[src/rtl/irqc_pkg.sv]
package irqc_pkg;

    // Byte offsets of the register group
    localparam int unsigned OFS_STATUS  = 'h00;
    localparam int unsigned OFS_MASK    = 'h04;
    localparam int unsigned OFS_UNMASK  = 'h08;
    localparam int unsigned OFS_SETMASK = 'h0C;
    localparam int unsigned OFS_FIRE    = 'h10;

    // One-hot write command decoded from a bus write
    typedef struct packed {
        logic clr_stat;   // write-one-to-clear status
        logic unmask;     // clear mask bits
        logic setmask;    // set mask bits
        logic fire;       // set status bits
    } cmd_t;

endpackage

[src/rtl/irqc_decode.sv]
module irqc_decode
    import irqc_pkg::*;
#(
    parameter int unsigned ADDR_W = 5
) (
    input  logic              wr_en,
    input  logic [ADDR_W-1:0] wr_addr,
    output cmd_t              cmd
);

    always_comb begin
        cmd          = '0;
        cmd.clr_stat = wr_en && (wr_addr == ADDR_W'(OFS_STATUS));
        cmd.unmask   = wr_en && (wr_addr == ADDR_W'(OFS_UNMASK));
        cmd.setmask  = wr_en && (wr_addr == ADDR_W'(OFS_SETMASK));
        cmd.fire     = wr_en && (wr_addr == ADDR_W'(OFS_FIRE));
    end

endmodule

[src/rtl/irqc_regs.sv]
module irqc_regs
    import irqc_pkg::*;
#(
    parameter int unsigned NUM_SRC = 10
) (
    input  logic               clk,
    input  logic               rst_n,
    input  cmd_t               cmd,
    input  logic [NUM_SRC-1:0] wr_bits,
    input  logic [NUM_SRC-1:0] hw_event,
    output logic [NUM_SRC-1:0] status_q,
    output logic [NUM_SRC-1:0] mask_q,
    output logic               irq_q
);

    typedef struct packed {
        logic [NUM_SRC-1:0] status;
        logic [NUM_SRC-1:0] mask;
        logic               irq;
    } state_t;

    localparam state_t RESET_STATE = '{status: '0, mask: '1, irq: 1'b0};

    state_t st_d;
    state_t st_q;

    always_comb begin
        st_d = st_q;
        // status: clear by software, then any set source wins
        if (cmd.clr_stat) begin
            st_d.status = st_d.status & ~wr_bits;
        end
        if (cmd.fire) begin
            st_d.status = st_d.status | wr_bits;
        end
        st_d.status = st_d.status | hw_event;
        // mask: only through the two commands
        if (cmd.unmask) begin
            st_d.mask = st_d.mask & ~wr_bits;
        end
        if (cmd.setmask) begin
            st_d.mask = st_d.mask | wr_bits;
        end
        // output registered from the next state so it moves with the registers
        st_d.irq = |(st_d.status & ~st_d.mask);
    end

    always_ff @(posedge clk or negedge rst_n) begin
        if (!rst_n) begin
            st_q <= RESET_STATE;
        end else begin
            st_q <= st_d;
        end
    end

    assign status_q = st_q.status;
    assign mask_q   = st_q.mask;
    assign irq_q    = st_q.irq;

endmodule

[src/rtl/irqc_rdmux.sv]
module irqc_rdmux
    import irqc_pkg::*;
#(
    parameter int unsigned NUM_SRC = 10,
    parameter int unsigned DATA_W  = 32,
    parameter int unsigned ADDR_W  = 5
) (
    input  logic [ADDR_W-1:0]  rd_addr,
    input  logic [NUM_SRC-1:0] status,
    input  logic [NUM_SRC-1:0] mask,
    output logic [DATA_W-1:0]  rd_data
);

    always_comb begin
        rd_data = '0;
        if (rd_addr == ADDR_W'(OFS_STATUS)) begin
            rd_data = DATA_W'(status);
        end else if (rd_addr == ADDR_W'(OFS_MASK)) begin
            rd_data = DATA_W'(mask);
        end
    end

endmodule

[src/rtl/irq_mask_ctrl.sv]
module irq_mask_ctrl
    import irqc_pkg::*;
#(
    parameter int unsigned NUM_SRC = 10,
    parameter int unsigned DATA_W  = 32,
    parameter int unsigned ADDR_W  = 5
) (
    input  logic               clk,
    input  logic               rst_n,
    input  logic               wr_en,
    input  logic [ADDR_W-1:0]  wr_addr,
    input  logic [DATA_W-1:0]  wr_data,
    input  logic [ADDR_W-1:0]  rd_addr,
    output logic [DATA_W-1:0]  rd_data,
    input  logic [NUM_SRC-1:0] hw_event,
    output logic               irq
);

    cmd_t               cmd_w;
    logic [NUM_SRC-1:0] status_w;
    logic [NUM_SRC-1:0] mask_w;
    logic               unused_hi;

    // reserved write bits carry no state
    assign unused_hi = ^wr_data[DATA_W-1:NUM_SRC];

    irqc_decode #(.ADDR_W(ADDR_W)) u_decode (
        .wr_en   (wr_en),
        .wr_addr (wr_addr),
        .cmd     (cmd_w)
    );

    irqc_regs #(.NUM_SRC(NUM_SRC)) u_regs (
        .clk      (clk),
        .rst_n    (rst_n),
        .cmd      (cmd_w),
        .wr_bits  (wr_data[NUM_SRC-1:0]),
        .hw_event (hw_event),
        .status_q (status_w),
        .mask_q   (mask_w),
        .irq_q    (irq)
    );

    irqc_rdmux #(.NUM_SRC(NUM_SRC), .DATA_W(DATA_W), .ADDR_W(ADDR_W)) u_rdmux (
        .rd_addr (rd_addr),
        .status  (status_w),
        .mask    (mask_w),
        .rd_data (rd_data)
    );

endmodule

[config.mk]
export PLATFORM = sky130hd
export DESIGN_NAME = irq_mask_ctrl
export DESIGN_NICKNAME = d
export VERILOG_FILES = /design/src/rtl/irqc_pkg.sv /design/src/rtl/irqc_decode.sv /design/src/rtl/irqc_regs.sv /design/src/rtl/irqc_rdmux.sv /design/src/rtl/irq_mask_ctrl.sv
export SDC_FILE = /design/constraint.sdc
export NUM_CORES = 1
export LEC_CHECK = 0
export ABC_AREA = 1
export BUFFER_PORTS_ARGS = -buffer_cell sky130_fd_sc_hd__buf_2
export CAP_MARGIN = 20
export CORE_MARGIN = 2
export CORE_UTILIZATION = 30
export DETAILED_ROUTE_END_ITERATION = 10
export GPL_TIMING_DRIVEN = 0
export HOLD_SLACK_MARGIN = 0.05
export PLACE_DENSITY = 0.59
export REMOVE_ABC_BUFFERS = 1
export SLEW_MARGIN = 20
export SYNTH_ARGS = -nofsm -noshare
export SYNTH_HDL_FRONTEND = slang
export SYNTH_SLANG_ARGS = --single-unit
export TNS_END_PERCENT = 30
[constraint.sdc]
create_clock -name clk -period 2.4 [get_ports clk]
set_clock_uncertainty 0.15 [all_clocks]
set_input_delay 0.36 -clock clk [delete_from_list [all_inputs] [get_ports clk]]
set_output_delay 0.36 -clock clk [all_outputs]
set_load 0.02 [all_outputs]
* Yosys cells after proc, flatten, opt, wreduce, memory -nomap -nowiden
Cells that the tools add are included.
** Word-level totals
- Flip-flop bits (word level) :: 21
- Input bits :: 55
- Output and inout bits :: 33
- Logic and storage cells :: 28
** Operators by class
- Equality and inequality tests :: 4
- Multiplexer cells :: 6
- Bitwise logic cells :: 8
- Reductions and logical operators :: 7
** Operators with widths (count)
- 2-to-1 mux 10 bit :: 5
- 2-to-1 mux 32 bit :: 1
- AND 10 bit :: 3
- OR 10 bit :: 3
- inverter 10 bit :: 2
- == test 5 x 4 -> 1 bit (second input constant) :: 2
- zero test 5 bit :: 2
- OR reduction 10 bit :: 1
- == test 5 x 3 -> 1 bit (second input constant) :: 1
- == test 5 bit (second input constant) :: 1
- logical AND 1 bit :: 4

* Longest topological paths before layout
- Word-level depth :: 8
- Depth in mapped cells :: 10
- Depth with buffers taken out :: 10

* Hierarchy
Synthesis repeated with hierarchy kept, for this count alone.
** Second synthesis, totals
- Cells, all modules :: 206
- Area total of the unflattened synthesis :: 1438.9 um2
** By module, submodules not included
- irqc_regs :: instances 1, cells an instance 130, area an instance 992.2 um2, seq. area each 538.0 um2
- irqc_rdmux :: instances 1, cells an instance 61, area an instance 387.9 um2, seq. area each 0.0 um2
- irqc_decode :: instances 1, cells an instance 15, area an instance 58.8 um2, seq. area each 0.0 um2

* Least setup slack after synthesis
No wires, ideal clock.
- Path kind :: input to output
- Start :: input port rd_addr[1]
- End :: output port rd_data[0]
- Data arrival time :: 1510 ps
- Data required time :: 1890 ps
- Path slack :: 380 ps
- Stages :: 3
- Path buffers :: 0
- Cells stage by stage :: nor3_2 nand3b_2 o21ai_0
** Between the ends
- Word-level cells in the longest chain between the ends :: 3
- Elaborated cells on any way between the ends :: 4
- Classes of those cells :: 1 x eq/ne; 2 x mux; 1 x reduce/logical
** RTL lines
- from (decl) :: line irq_mask_ctrl.sv:13 : input logic [ADDR_W-1:0] rd_addr,
- == test 5 x 3 -> 1 bit :: line irqc_rdmux.sv:18 : end else if (rd_addr == ADDR_W'(OFS_MASK)) begin
- 2-to-1 mux 10 bit :: line irqc_rdmux.sv:18
- 2-to-1 mux 32 bit (*) :: line irqc_rdmux.sv:16 : if (rd_addr == ADDR_W'(OFS_STATUS)) begin
- to (decl) :: line irq_mask_ctrl.sv:14 : output logic [DATA_W-1:0] rd_data,
Mark *: on every way between the ends. The rest lies on a longest branch, timed or not.

* Final worst setup path
- Start :: input port rd_addr[1]
- End :: output port rd_data[3]
The elaborated chain is that of the path after synthesis.

==> impl_metrics.py <==
metrics = {
    "sta": {
        "slew_headroom_pct": 52.1,
        "finalSetupViolations": 0,
        "rsz0062_at_grt": "false",
        "slew_viol_final": 0,
        "fmax_mhz": 449,
        "fin_crit_ns": 2.23,
        "worst_hold_slack_ns": 0.151,
        "period_share_pct": 92.8,
        "setup_ws_ns": 0.173,
        "hold_viol_final": 0,
        "worst_pin_slew_ns": 0.716,
    },
    "yosys": {
        "yosysWarnings": 0,
        "syn_area_per_cell_sq_um": 6.96,
        "ys_seq_elements": 21,
        "netlist-cell-type-count": 24,
        "syn_inst": 219,
        "yosysTopAreaCell": "dfrtp_1",
        "synth.cell_area_sq_mm": 0.00153,
        "netlist.area_leader.share_pct": 18.0,
        "yosysSeqAreaShare_pct": 35.3,
        "synth_area_leaders": "dfrtp_1, dfstp_2, buf_4",
    },
    "cts": {
        "cts-root-buf": "clkbuf_8",
        "numCtsBuffers": 3,
        "clock_latency_ns": 0.26,
        "cts.sinks": 21,
        "htree_levels": 1,
        "tritoncts": "yes",
        "postCtsSetupBuffers": 0,
        "cts_buffer_depth": 2,
        "path_clk_slew_ns": 0.08,
    },
    "layout": {
        "finalInstanceArea_sq_mm": 0.00180,
        "final_cell_mix": "buf_2, inv_1, nand2_1",
        "mostFrequentLayoutCell": "buf_2",
        "n_antenna_cell": 0,
        "layout-drive-gt1-share_pct": 26.3,
        "final_net_count": 322,
        "finalNonFillerCells": 333,
        "syn2layout_area_growth_pct": 18.0,
    },
    "floorplanning": {
        "io_pins": 88,
        "die_area_sq_mm": 0.00567,
        "die_w_microns": 75.3,
        "start_util_pct": 31.7,
        "rows": 25,
        "die_h_microns": 75.3,
        "core_area_sq_mm": 0.00482,
    },
    "placed_design": {
        "gp_congestion": 0.737,
        "place_area_sq_mm": 0.00174,
        "dp_slack_ns": -0.114,
        "io_buffers": 43,
        "dp.final_hpwl_microns": 2850,
        "dp.cells": 328,
    },
    "detailed_routing": {
        "post-route-drc-count": 0,
        "drtAntennaViolNets": 0,
        "drt_wl_total_microns": 3700,
        "dr.pass1.iters": 4,
        "drt_iter0_markers": 45,
        "wl_per_cell_microns": 11.1,
        "vias": 1384,
        "via_per_inst": 4.16,
    },
    "job": {
        "cap_violations": 0,
    },
    "critical_path": {
        "path_max_fanout": 10,
        "r2r-end": "u_regs.irq_q",
        "critPathKind": "input pin to output pin",
        "crit_start": "rd_addr[1]",
        "end_kind": "output pin",
        "crit_required_ns": 1.89,
        "ff2ff_setup_slack_ns": 0.97,
        "critPathLaunchType": "input pin",
        "critical_path_arrival_ns": 1.72,
        "rr_worst_depth": 9,
        "r2r_start": "u_regs.mask_q[0]",
    },
    "global_route": {
        "grt_pass1_vias": 1329,
        "grtUsageTotal_pct": 14.2,
        "grt_max_degree": 22,
        "grt_antenna_before_repair": 0,
        "overflow": 0,
        "grt_pass1_wl_microns": 6090,
    },
    "power_and_ir_drop": {
        "vdd_drop_max_v": 0.000217,
        "leakage_nw": 0.940,
        "p_total_mw": 0.895,
        "power_density_mw_per_mm2": 497,
    },
    "min_path": {
        "hold_path.class": "input pin to flip-flop",
        "hold_depth": 3,
        "min_to": "u_regs.status_q[7]",
        "hp-start": "hw_event[7]",
    },
    "status": {
        "status": "completed",
    },
}
-- area by class of cell --
| class | instances | area, sq um |
|---|---|---|
| clock buffer | 4 | 45.0 |
| fill | 545 | 3020 |
| inverter | 40 | 150 |
| multi-input combinational | 157 | 757 |
| sequential | 21 | 538 |
| tap | 67 | 83.8 |
| timing repair buffer | 44 | 225 |
-- critical path, cell delays in order --
cell and delay [ns]:
buf_2 0.11, nor3_4 0.43, nand3b_2 0.32, o21ai_0 0.29, buf_2 0.21
-- cells by family (layout without fill, tap and decap cells) --
family          count (synthesis)  count (layout)  synth area share [%]
other cells                     1              22                 0.246
flops                          21              21                  35.3
buf+inv                        62              88                  20.7
simple gates                  107             107                  34.1
compound gates                 28              28                  9.68
-- stage by stage --
stage | TNS (ns) | utilization [%]
final | 0 | 37.4
after floorplan | 0 | -
after global routing | 0 | 37.4
after CTS | 0 | 37.4
after global placement | -0.617 | 36.1
after detailed placement | -0.589 | 36.1
-- sequential cells by signal, summed over array words and instances, names as in the netlist --
signal and count:
u_regs.status_q 10, u_regs.mask_q 10, u_regs.irq_q 1
-- worst max-delay path by stage --
stage | end | cells past startpoint | slack [ns]
final | rd_data[3] | 5 | 0.17
after floorplan | rd_data[0] | 3 | 0.38
after global placement | rd_data[0] | 5 | -0.13
after CTS | rd_data[3] | 5 | 0.14
after detailed placement | rd_data[3] | 5 | -0.11
after global routing | rd_data[0] | 5 | 0.03
-- synthesized netlist by cell type --
master and count:
nand3_1 17, dfrtp_1 11, o21bai_1 2, dfstp_2 10, buf_4 22, nand3b_2 1, nor2_4 3, nand3_2 3
nand3_4 1, a21oi_1 6, nand2_1 38, nor2_1 35, nor3_2 1, and2_1 1, conb_1 1, nor2_2 1
inv_1 38, o21ai_1 10, nor2_8 1, inv_2 2, nor3_1 4, nand2_2 1, o22ai_1 2, o21ai_0 8
-- metal layers --
| metal | share of wire, % | GRT usage, % | vias to the layer above |
|---|---|---|---|
| li1 | - | - | 729 |
| met1 | 46 | 18.7 | 604 |
| met2 | 48 | 23.8 | 44 |
| met3 | 5.7 | 3.44 | 7 |
| met4 | 1.0 | 2.92 | 0 |
| met5 | 0 | 0 | - |
-- where the power goes --
group          total (mW)  switching, mW  internal, mW
sequential          0.432         0.0175         0.415
clock               0.240          0.122         0.119
combinational       0.223          0.150        0.0727
-- repair_timing --
item | CTS | global route
hold buffers | 1 | 0
gates resized for setup | 1 | 0
hold endpoints to repair | 11 | 0
endpoints found under the setup margin | 10 | 0
Note: power is estimated with default switching activity, not from simulation.
